File: config.mk
export PLATFORM = sky130hd
export DESIGN_NAME = strap_i2c_target
export DESIGN_NICKNAME = d
export VERILOG_FILES = /design/src/rtl/strap_i2c_pkg.sv /design/src/rtl/strap_i2c_sync.sv /design/src/rtl/strap_i2c_regs.sv /design/src/rtl/strap_i2c_fsm.sv /design/src/rtl/strap_i2c_target.sv
export SDC_FILE = /design/constraint.sdc
export NUM_CORES = 1
export LEC_CHECK = 0
export CAP_MARGIN = 20
export CORE_MARGIN = 1
export CORE_UTILIZATION = 30
export DETAILED_ROUTE_END_ITERATION = 12
export GPL_TIMING_DRIVEN = 0
export PLACE_DENSITY = 0.43
export SYNTH_ARGS = -nofsm -noshare
export SYNTH_HDL_FRONTEND = slang
export SYNTH_HIERARCHICAL = 1
export SYNTH_SLANG_ARGS = --single-unit
export TNS_END_PERCENT = 20
File: constraint.sdc
create_clock -name clk -period 3.2 [get_ports clk]
set_input_delay 0.64 -clock clk [delete_from_list [all_inputs] [get_ports clk]]
set_output_delay 0.64 -clock clk [all_outputs]
set_load 0.005 [all_outputs]
File: src/rtl/strap_i2c_pkg.sv
package strap_i2c_pkg;

    typedef enum logic [2:0] {
        ST_IDLE,
        ST_ADDR,
        ST_ADDR_ACK,
        ST_WR_BYTE,
        ST_WR_ACK,
        ST_RD_BYTE,
        ST_RD_ACK,
        ST_WAIT
    } tgt_state_t;

    localparam int          BYTE_W    = 8;
    localparam logic [7:0]  PTR_TEMP  = 8'h00;
    localparam logic [7:0]  PTR_SETUP = 8'h01;

endpackage

File: src/rtl/strap_i2c_sync.sv
module strap_i2c_sync #(
    parameter int STAGES = 2
) (
    input  logic clk,
    input  logic rst_n,
    input  logic scl_i,
    input  logic sda_i,
    output logic sda_s,
    output logic scl_rise,
    output logic scl_fall,
    output logic start_det,
    output logic stop_det
);
    logic [STAGES-1:0] scl_pipe;
    logic [STAGES-1:0] sda_pipe;
    logic              scl_d;
    logic              sda_d;
    logic              scl_s;

    always_ff @(posedge clk or negedge rst_n) begin
        if (!rst_n) begin
            scl_pipe <= '1;
            sda_pipe <= '1;
            scl_d    <= 1'b1;
            sda_d    <= 1'b1;
        end else begin
            scl_pipe <= {scl_pipe[STAGES-2:0], scl_i};
            sda_pipe <= {sda_pipe[STAGES-2:0], sda_i};
            scl_d    <= scl_pipe[STAGES-1];
            sda_d    <= sda_pipe[STAGES-1];
        end
    end

    assign scl_s     = scl_pipe[STAGES-1];
    assign sda_s     = sda_pipe[STAGES-1];
    assign scl_rise  = scl_s & ~scl_d;
    assign scl_fall  = ~scl_s & scl_d;
    assign start_det = scl_s & scl_d & sda_d & ~sda_s;
    assign stop_det  = scl_s & scl_d & ~sda_d & sda_s;

endmodule

File: src/rtl/strap_i2c_regs.sv
module strap_i2c_regs
    import strap_i2c_pkg::*;
(
    input  logic              clk,
    input  logic              rst_n,
    input  logic              ptr_we,
    input  logic              data_we,
    input  logic [BYTE_W-1:0] wdata,
    input  logic [BYTE_W-1:0] temp_in,
    output logic [BYTE_W-1:0] rd_data,
    output logic [BYTE_W-1:0] ptr_q
);
    logic [BYTE_W-1:0] setup_q;

    always_ff @(posedge clk or negedge rst_n) begin
        if (!rst_n) begin
            ptr_q   <= PTR_TEMP;
            setup_q <= '0;
        end else begin
            if (ptr_we) begin
                ptr_q <= wdata;
            end
            if (data_we && ptr_q == PTR_SETUP) begin
                setup_q <= wdata;
            end
        end
    end

    always_comb begin
        case (ptr_q)
            PTR_TEMP:  rd_data = temp_in;
            PTR_SETUP: rd_data = setup_q;
            default:   rd_data = '0;
        endcase
    end

endmodule

File: src/rtl/strap_i2c_fsm.sv
module strap_i2c_fsm
    import strap_i2c_pkg::*;
#(
    parameter int         STRAP_W   = 3,
    parameter logic [6:0] ADDR_BASE = 7'h48
) (
    input  logic               clk,
    input  logic               rst_n,
    input  logic               scl_rise,
    input  logic               scl_fall,
    input  logic               sda_s,
    input  logic               start_det,
    input  logic               stop_det,
    input  logic [STRAP_W-1:0] strap,
    input  logic [BYTE_W-1:0]  rd_data,
    output logic               sda_oe,
    output logic               ptr_we,
    output logic               data_we,
    output logic [BYTE_W-1:0]  wdata,
    output tgt_state_t         state_o,
    output logic [BYTE_W-1:0]  shreg_o
);
    localparam int          CNT_W    = $clog2(BYTE_W + 1);
    localparam logic [CNT_W-1:0] CNT_FULL = CNT_W'(BYTE_W);
    localparam logic [CNT_W-1:0] CNT_LAST = CNT_W'(BYTE_W - 1);

    tgt_state_t        state_q, state_d;
    logic [CNT_W-1:0]  bitcnt_q, bitcnt_d;
    logic [BYTE_W-1:0] shreg_q, shreg_d;
    logic              rw_q, rw_d;
    logic              first_q, first_d;
    logic              mack_q, mack_d;
    logic [6:0]        own_addr;

    assign own_addr = {ADDR_BASE[6:STRAP_W], strap};

    // next-state and datapath
    always_comb begin
        state_d  = state_q;
        bitcnt_d = bitcnt_q;
        shreg_d  = shreg_q;
        rw_d     = rw_q;
        first_d  = first_q;
        mack_d   = mack_q;
        ptr_we   = 1'b0;
        data_we  = 1'b0;
        if (stop_det) begin
            state_d = ST_IDLE;
        end else if (start_det) begin
            state_d  = ST_ADDR;
            bitcnt_d = '0;
        end else begin
            unique case (state_q)
                ST_IDLE: begin
                end
                ST_ADDR: begin
                    if (scl_rise && bitcnt_q < CNT_FULL) begin
                        shreg_d  = {shreg_q[BYTE_W-2:0], sda_s};
                        bitcnt_d = bitcnt_q + 1'b1;
                    end else if (scl_fall && bitcnt_q == CNT_FULL) begin
                        if (shreg_q[7:1] == own_addr) begin
                            state_d = ST_ADDR_ACK;
                            rw_d    = shreg_q[0];
                            if (shreg_q[0]) begin
                                shreg_d = rd_data;
                            end
                        end else begin
                            state_d = ST_WAIT;
                        end
                    end
                end
                ST_ADDR_ACK: begin
                    if (scl_fall) begin
                        bitcnt_d = '0;
                        if (rw_q) begin
                            state_d = ST_RD_BYTE;
                        end else begin
                            state_d = ST_WR_BYTE;
                            first_d = 1'b1;
                        end
                    end
                end
                ST_WR_BYTE: begin
                    if (scl_rise && bitcnt_q < CNT_FULL) begin
                        shreg_d  = {shreg_q[BYTE_W-2:0], sda_s};
                        bitcnt_d = bitcnt_q + 1'b1;
                    end else if (scl_fall && bitcnt_q == CNT_FULL) begin
                        state_d = ST_WR_ACK;
                        if (first_q) begin
                            ptr_we = 1'b1;
                        end else begin
                            data_we = 1'b1;
                        end
                    end
                end
                ST_WR_ACK: begin
                    if (scl_fall) begin
                        state_d  = ST_WR_BYTE;
                        bitcnt_d = '0;
                        first_d  = 1'b0;
                    end
                end
                ST_RD_BYTE: begin
                    if (scl_fall) begin
                        shreg_d  = {shreg_q[BYTE_W-2:0], 1'b1};
                        bitcnt_d = bitcnt_q + 1'b1;
                        if (bitcnt_q == CNT_LAST) begin
                            state_d = ST_RD_ACK;
                        end
                    end
                end
                ST_RD_ACK: begin
                    if (scl_rise) begin
                        mack_d = ~sda_s;
                    end else if (scl_fall) begin
                        if (mack_q) begin
                            state_d  = ST_RD_BYTE;
                            bitcnt_d = '0;
                            shreg_d  = rd_data;
                        end else begin
                            state_d = ST_WAIT;
                        end
                    end
                end
                ST_WAIT: begin
                end
            endcase
        end
    end

    // state register
    always_ff @(posedge clk or negedge rst_n) begin
        if (!rst_n) begin
            state_q  <= ST_IDLE;
            bitcnt_q <= '0;
            shreg_q  <= '0;
            rw_q     <= 1'b0;
            first_q  <= 1'b0;
            mack_q   <= 1'b0;
        end else begin
            state_q  <= state_d;
            bitcnt_q <= bitcnt_d;
            shreg_q  <= shreg_d;
            rw_q     <= rw_d;
            first_q  <= first_d;
            mack_q   <= mack_d;
        end
    end

    // outputs
    always_comb begin
        unique case (state_q)
            ST_ADDR_ACK, ST_WR_ACK: sda_oe = 1'b1;
            ST_RD_BYTE:             sda_oe = ~shreg_q[BYTE_W-1];
            default:                sda_oe = 1'b0;
        endcase
    end

    assign wdata   = shreg_q;
    assign state_o = state_q;
    assign shreg_o = shreg_q;

endmodule

File: src/rtl/strap_i2c_target.sv
module strap_i2c_target
    import strap_i2c_pkg::*;
#(
    parameter int         STRAP_W     = 3,
    parameter logic [6:0] ADDR_BASE   = 7'h48,
    parameter int         SYNC_STAGES = 2
) (
    input  logic               clk,
    input  logic               rst_n,
    input  logic               scl_i,
    input  logic               sda_i,
    output logic               sda_oe,
    input  logic [STRAP_W-1:0] strap,
    input  logic [7:0]         temp_value
);
    logic              sda_s;
    logic              scl_rise;
    logic              scl_fall;
    logic              start_det;
    logic              stop_det;
    logic              ptr_we;
    logic              data_we;
    logic [BYTE_W-1:0] wdata;
    logic [BYTE_W-1:0] rd_data;
    logic [BYTE_W-1:0] cur_ptr;
    logic [BYTE_W-1:0] cur_shreg;
    tgt_state_t        cur_state;

    strap_i2c_sync #(.STAGES(SYNC_STAGES)) u_sync (
        .clk       (clk),
        .rst_n     (rst_n),
        .scl_i     (scl_i),
        .sda_i     (sda_i),
        .sda_s     (sda_s),
        .scl_rise  (scl_rise),
        .scl_fall  (scl_fall),
        .start_det (start_det),
        .stop_det  (stop_det)
    );

    strap_i2c_fsm #(.STRAP_W(STRAP_W), .ADDR_BASE(ADDR_BASE)) u_fsm (
        .clk       (clk),
        .rst_n     (rst_n),
        .scl_rise  (scl_rise),
        .scl_fall  (scl_fall),
        .sda_s     (sda_s),
        .start_det (start_det),
        .stop_det  (stop_det),
        .strap     (strap),
        .rd_data   (rd_data),
        .sda_oe    (sda_oe),
        .ptr_we    (ptr_we),
        .data_we   (data_we),
        .wdata     (wdata),
        .state_o   (cur_state),
        .shreg_o   (cur_shreg)
    );

    strap_i2c_regs u_regs (
        .clk     (clk),
        .rst_n   (rst_n),
        .ptr_we  (ptr_we),
        .data_we (data_we),
        .wdata   (wdata),
        .temp_in (temp_value),
        .rd_data (rd_data),
        .ptr_q   (cur_ptr)
    );

endmodule

==> flow_summary.ini, run 1 <==
[placement]
gp_congestion = 0.781
dp.cells = 329
io_buffers = 15
post-dp-hpwl_mm = 3.85

[timing]
rsz0062_at_grt = false
finalCritPeriodShare = 0.810
fin_skew_ns = 0.00794
report.final.slew_viol_count = 0
hold_violations = 0
max_slew_margin = 0.616
setup-tns-final_ns = 0
max_slew.worst_pin.slew_ns = 0.576
hold-worst-slack_ns = 0.229
fmax_mhz = 386
fin_crit_ns = 2.59
setup_violations = 0

[setup_path]
reg2reg_depth = 6
critical_path_class = register to register
startpoint_type = register
critPathBufInv = 1
worst_setup_path_end_kind = register
reg2reg_from = u_sync/scl_d
critical_path_arrival_ns = 2.77
critPathMaxStageDelay_ns = 0.55
crit_slowest_cell = dfstp_2
cp_top_family = simple AND/OR/NAND/NOR gates
crit_start = u_sync/scl_d
worstPathRequired_ns = 3.38
rr_endpoint = u_regs/ptr_q[7]
worstPathCellList = nor2b_1 -> nand4b_1 -> nor2_1 -> and3_1 -> clkbuf_1 -> mux2_2
rrSetupSlack_ns = 0.61
worstPathMaxFanout = 8

[synthesis]
synth_area_sq_mm = 0.00230
ys_seq_area_frac = 0.439
synth_edf_count = 0
synth_cell_type_count = 55
synthFlopType = dfrtp_1
avgSynthCellArea_sq_um = 10.7
ys_async_sr_fraction = 1.00
ys_ff_latch = 40
ys_warn_count = 6
synth_top_cell_area_share = 0.371
syn-instance-count = 214
synthTopCellsByArea = dfrtp_1, mux2_2, dfstp_2
syn_nets = 231
synth.largest_area_cell = dfrtp_1

[clocking]
clock_latency_ns = 0.29
htree_levels = 2
cts_made_buffers = 5
path_clk_slew_ns = 0.08
postCtsSetupBuffers = 0
clockBufferDepth = 2
cts_tree = done
hold_buffers = 0
cts.root.buffer_cell = clkbuf_8
ctsResizeCount = 0
cts_num_sinks = 40

[detailed_routing]
drcViolationCount = 0
postRouteAntennaNets = 0
drt-pass1-iter-count = 4
wl_per_cell_um = 15.5
vias = 1701
drt-vias-per-instance = 5.06
drt_wl_total_mm = 5.19
drt_iter0_drc = 103

[global_routing]
antenna_found_initial = 0
grt_max_degree = 30
grt_use_total = 0.142
grt_pass1_vias = 1622
overflow = 0
grt_pass1_wl_mm = 8.33

[final_layout]
multiInputGateArea_sq_mm = 0.00113
fill_cells = 757
fin_cells = 336
areaGrowthSynthToFinish_pct = 16.0
drive_gt1_frac = 0.253
num_antenna_cells = 0
final-seq-area_sq_mm = 0.00101
finalNetCount = 254

[pwr]
pwr-share-clk = 0.191
vdd_drop_max_v = 0.000203
combPwrFrac = 0.406
finalPower_mw = 1.69
power.density_mw_per_mm2 = 637
p_leak_nw = 1.15
pwr-share-seq = 0.403
p_sw_frac = 0.367
p_switching_mw = 0.622
power.internal_mw = 1.07

[floorplan]
die_h_um = 89.5
core-area_sq_mm = 0.00733
dieArea_sq_mm = 0.00801
num_rows = 31
ios = 16
initial_core_util = 0.313
die_x_um = 89.5

[flow_run]
max-cap-violations = 0

[hold_path]
hp-class = input port to async pin

[status]
run_status = completed
registers in the layout, indices dropped and copies added (netlist names):
signal / flops
u_fsm/shreg_o: 8
u_regs/ptr_q: 8
u_sync/sda_d: 1
u_fsm/first_q: 1
u_sync/scl_pipe: 2
u_fsm/mack_q: 1
u_fsm/state_o: 3
u_regs/setup_q: 8
u_sync/sda_pipe: 2
u_fsm/rw_q: 1
u_fsm/bitcnt_q: 4
u_sync/scl_d: 1
cells in the mapped netlist, drive strengths merged (2+ instances only):
cell type,n
dfrtp,34
nor3,4
a22o,7
o22ai,3
a21oi,3
a31oi,2
o21ai,9
nor4,2
mux2i,12
a211oi,2
nor2,24
and4b,2
buf,16
and2b,2
nand2b,2
clkbuf,2
and3,2
nand4b,3
ha,2
inv,10
dfstp,6
mux2,23
nand2,9
nor2b,4
xnor2,3
o311a,2
o31ai,2
o211ai,5
layout by cell type (no fill, tap or decap), drive strengths merged, types with 7 or more instances in the layout:
cell           Yosys  routed
a22o               7       7
buf               16      18
clkbuf             2       8
clkdlybuf4s50      0      14
dfrtp             34      34
inv               10      10
mux2              23      23
mux2i             12      12
nand2              9       9
nor2              24      24
o21ai              9       9
stage by stage:
step,util,setup WS (ns),area (sq um)
global route,0.363,0.423,2660
global placement,0.351,0.333,2570
detailed placement,0.353,0.604,2580
finish,0.363,0.609,2660
CTS,0.363,0.600,2660
floorplan,-,1.06,2300
routing by layer:
| metal | vias to the layer above | GRT usage | share of wire | wire, um |
|---|---|---|---|---|
| met2 | 20 | 0.219 | 0.47 | 2430 |
| met3 | 5 | 0.0305 | 0.021 | 111 |
| met4 | 0 | 0.0390 | 0.012 | 61 |
| met5 | - | 0 | 0 | 0 |
| li1 | 816 | - | - | - |
| met1 | 860 | 0.199 | 0.50 | 2600 |
power groups by stage:
| stage | Sequential (mW) | Clock (mW) | Combinational, mW |
|---|---|---|---|
| 2_1_floorplan | 0.662 | 0 | 0.527 |
| 3_3_place_gp | 0.698 | 0 | 0.682 |
| 3_5_place_dp | 0.695 | 0 | 0.686 |
| 4_1_cts | 0.688 | 0.342 | 0.689 |
| 5_1_grt | 0.701 | 0.358 | 0.749 |
| 6_report | 0.684 | 0.324 | 0.688 |
worst max-delay path by stage:
| stage | endpoint | slack [ns] | cells past startpoint |
|---|---|---|---|
| floorplan | u_regs/ptr_q[0] | 1.06 | 7 |
| global placement | u_regs/setup_q[4] | 0.33 | 1 |
| detailed placement | u_fsm/shreg_o[6] | 0.60 | 6 |
| CTS | u_regs/ptr_q[3] | 0.60 | 6 |
| global route | u_regs/ptr_q[0] | 0.42 | 6 |
| finish | u_regs/ptr_q[7] | 0.61 | 6 |
kinds of logic (layout without fill, tap and decap cells):
group	Yosys count	in the layout	share of synthesized area
AO/OA/AOI/OAI	44	44	0.147
XOR/XNOR	3	3	0.0114
adder cells (fa/ha/maj)	2	2	0.0109
AND/OR/NAND/NOR	62	62	0.157
flip-flops	40	40	0.439
multiplexers	35	35	0.165
buffers and inverters	28	51	0.0692
final cells by class:
type                    count  area share
repair buffers             16      0.0620
inverters                  10      0.0141
clock inverters             1     0.00188
plain buffers              18      0.0456
multi-input cells         146       0.424
clock buffers               6      0.0273
flip-flops and latches     40       0.379
well taps                  99      0.0465
Note: power is estimated with default switching activity, not from simulation.
==> inputs of run 2 (changes only) <==
Settings changed: PLACE_DENSITY 0.43 to 0.45.
Clock period 3.2 ns to 2.3 ns, I/O delays scaled along.
==> run 2 against run 1 <==
  * Clock power rose by 43%
  * Hold slack worse by 0.19 ns
  * Sequential share of layout area is 2.3 points lower
  * Final area rose by 6.6%
  * Register-to-register slack worse by 0.52 ns
  * Wire length grew 3.6%
  * Sequential power grew 39%
  * Combinational power up 51%
  * Fmax is 17% higher
  * Count of clock-buffer cells in the layout is the same
  * Global-route usage is essentially flat
  * Largest power group unchanged
==> flow_summary.ini, run 2 (synthesis results as in run 1) <==
[timing]
rsz0062_at_grt = true
max_slew.worst_pin.slew_ns = 0.546
report.final.slew_viol_count = 0
hold-worst-slack_ns = 0.0432
fmax_mhz = 452
fin_crit_ns = 2.21
setup_violations = 0
hold_violations = 0
fin_skew_ns = 0.0102
finalCritPeriodShare = 0.962
max_slew_margin = 0.635

[setup_path]
crit_start = u_sync/sda_d
rrSetupSlack_ns = 0.09
reg2reg_from = u_sync/sda_d
crit_slowest_cell = dfstp_2
worstPathCellList = and4b_2 -> or2_1 -> buf_6 -> a31oi_1 -> o211ai_2 -> nor2_4 -> mux2_2
rr_endpoint = u_fsm/shreg_o[4]
critPathMaxStageDelay_ns = 0.53
critical_path_arrival_ns = 2.39
worst_setup_path_end_kind = register
startpoint_type = register
critical_path_class = register to register
worstPathRequired_ns = 2.48
reg2reg_depth = 7
worstPathMaxFanout = 8

[placement]
post-dp-hpwl_mm = 3.78
gp_congestion = 0.757
io_buffers = 15
dp.cells = 329

[clocking]
hold_buffers = 0
htree_levels = 2
cts_made_buffers = 5
cts.root.buffer_cell = clkbuf_8
clock_latency_ns = 0.30
clockBufferDepth = 2
path_clk_slew_ns = 0.08
cts_tree = done
cts_num_sinks = 40

[global_routing]
overflow = 0
grt_pass1_wl_mm = 8.37
grt_max_degree = 30
grt_pass1_vias = 1699
grt_use_total = 0.141
antenna_found_initial = 0

[status]
run_status = completed

[detailed_routing]
drcViolationCount = 0
drt_wl_total_mm = 5.38
wl_per_cell_um = 15.3
postRouteAntennaNets = 0
drt-pass1-iter-count = 4
drt_iter0_drc = 64
drt-vias-per-instance = 5.05
vias = 1771

[floorplan]
ios = 16
dieArea_sq_mm = 0.00801
die_h_um = 89.5
core-area_sq_mm = 0.00733
initial_core_util = 0.313
num_rows = 31
die_x_um = 89.5

[final_layout]
finalNetCount = 268
num_antenna_cells = 0
areaGrowthSynthToFinish_pct = 23.6
layout_commonest_cell = dfrtp_1
fin_cells = 351
drive_gt1_frac = 0.353
final_cell_mix = dfrtp_1, buf_4, nor2_1, mux2_2, clkdlybuf4s50_1

[pwr]
p_leak_nw = 1.25
vdd_drop_max_v = 0.000274
power.density_mw_per_mm2 = 866

[hold_path]
hp-class = input port to async pin

[flow_run]
max-cap-violations = 0
[run 2: cell count changes in the layout (fill, tap and decap cells not counted), moves of 2 or more]
| cell | delta |
|---|---|
| nor2_1 | -2 |
| buf_4 | +17 |
| mux2_2 | -2 |
| buf_2 | -2 |
| mux2_4 | +2 |
| nor2b_2 | +2 |
| nor2b_1 | -3 |
| and4b_2 | +2 |
| and4b_1 | -2 |
[run 2: layout make-up]
cell class	instances	area [sq um]
buffer	17	130
tap	99	124
multi-input combinational	146	1170
timing repair buffer	31	280
fill	739	4490
clock buffer	6	72.6
sequential	40	1010
inverter	10	37.5
clock inverter	2	12.5
[run 2: stage by stage]
stage | util | setup WS [ns] | cell area (sq um) | total power, mW | TNS (ns)
after CTS | 0.367 | 0.00709 | 2690 | 2.41 | 0
after floorplan | - | 0.161 | 2300 | 1.65 | 0
after detailed placement | 0.353 | -0.284 | 2580 | 1.92 | -3.95
final | 0.387 | 0.0871 | 2840 | 2.46 | 0
after global routing | 0.387 | -0.0411 | 2840 | 2.63 | -0.237
after global placement | 0.351 | -0.376 | 2570 | 1.92 | -16.52
[run 2: worst max-delay path by stage]
stage / cells past startpoint / endpoint / slack, ns
after global placement: 1 / u_regs/setup_q[4] / -0.38
after global routing: 10 / u_regs/setup_q[4] / -0.04
after detailed placement: 6 / u_regs/ptr_q[7] / -0.28
final: 7 / u_fsm/shreg_o[4] / 0.09
after floorplan: 7 / u_regs/ptr_q[0] / 0.16
after CTS: 9 / u_regs/setup_q[4] / 0.007
[run 2: routing by layer]
metal | up-vias | GRT usage | wire length (um)
met2 | 33 | 0.225 | 2440
met1 | 873 | 0.198 | 2720
met4 | 0 | 0.0390 | 57
li1 | 859 | - | -
met5 | - | 0 | 0
met3 | 6 | 0.0249 | 157
[run 2: worst max-delay path, delay by kind of cell (launching register included)]
kind	cells	cell delay [ns]
AO/OA/AOI/OAI	2	0.37
AND/OR/NAND/NOR	3	0.69
buffers and inverters	1	0.14
flip-flops	1	0.53
multiplexers	1	0.36
[run 2: where the power goes]
group,switching (mW),internal (mW),total [mW]
logic,0.521,0.523,1.04
registers,0.127,0.822,0.949
clock network,0.251,0.212,0.464
[run 2: repair_timing]
action,4_1_cts,5_1_grt
pin swaps,0,4
setup buffers,1,14
cloned,0,0
endpoints found under the setup margin,23,15
gates resized for setup,7,17
==> inputs of run 3 (changes only) <==
Settings changed: PLACE_DENSITY 0.45 to 0.43.
Clock period 2.3 ns to 2.8 ns, I/O delays scaled along.
==> results of run 3 <==
The final DEF is identical to that of run 1. Status: completed.
Main changes from that run: setup slack after placement 0.604 ns -> 0.227 ns; setup slack after layout 0.609 ns -> 0.209 ns; hold slack 0.229 ns -> 0.149 ns; register-to-register setup slack 0.61 ns -> 0.21 ns; total power 1.69 mW -> 1.94 mW; worst IR drop on VDD 0.000203 V -> 0.000232 V
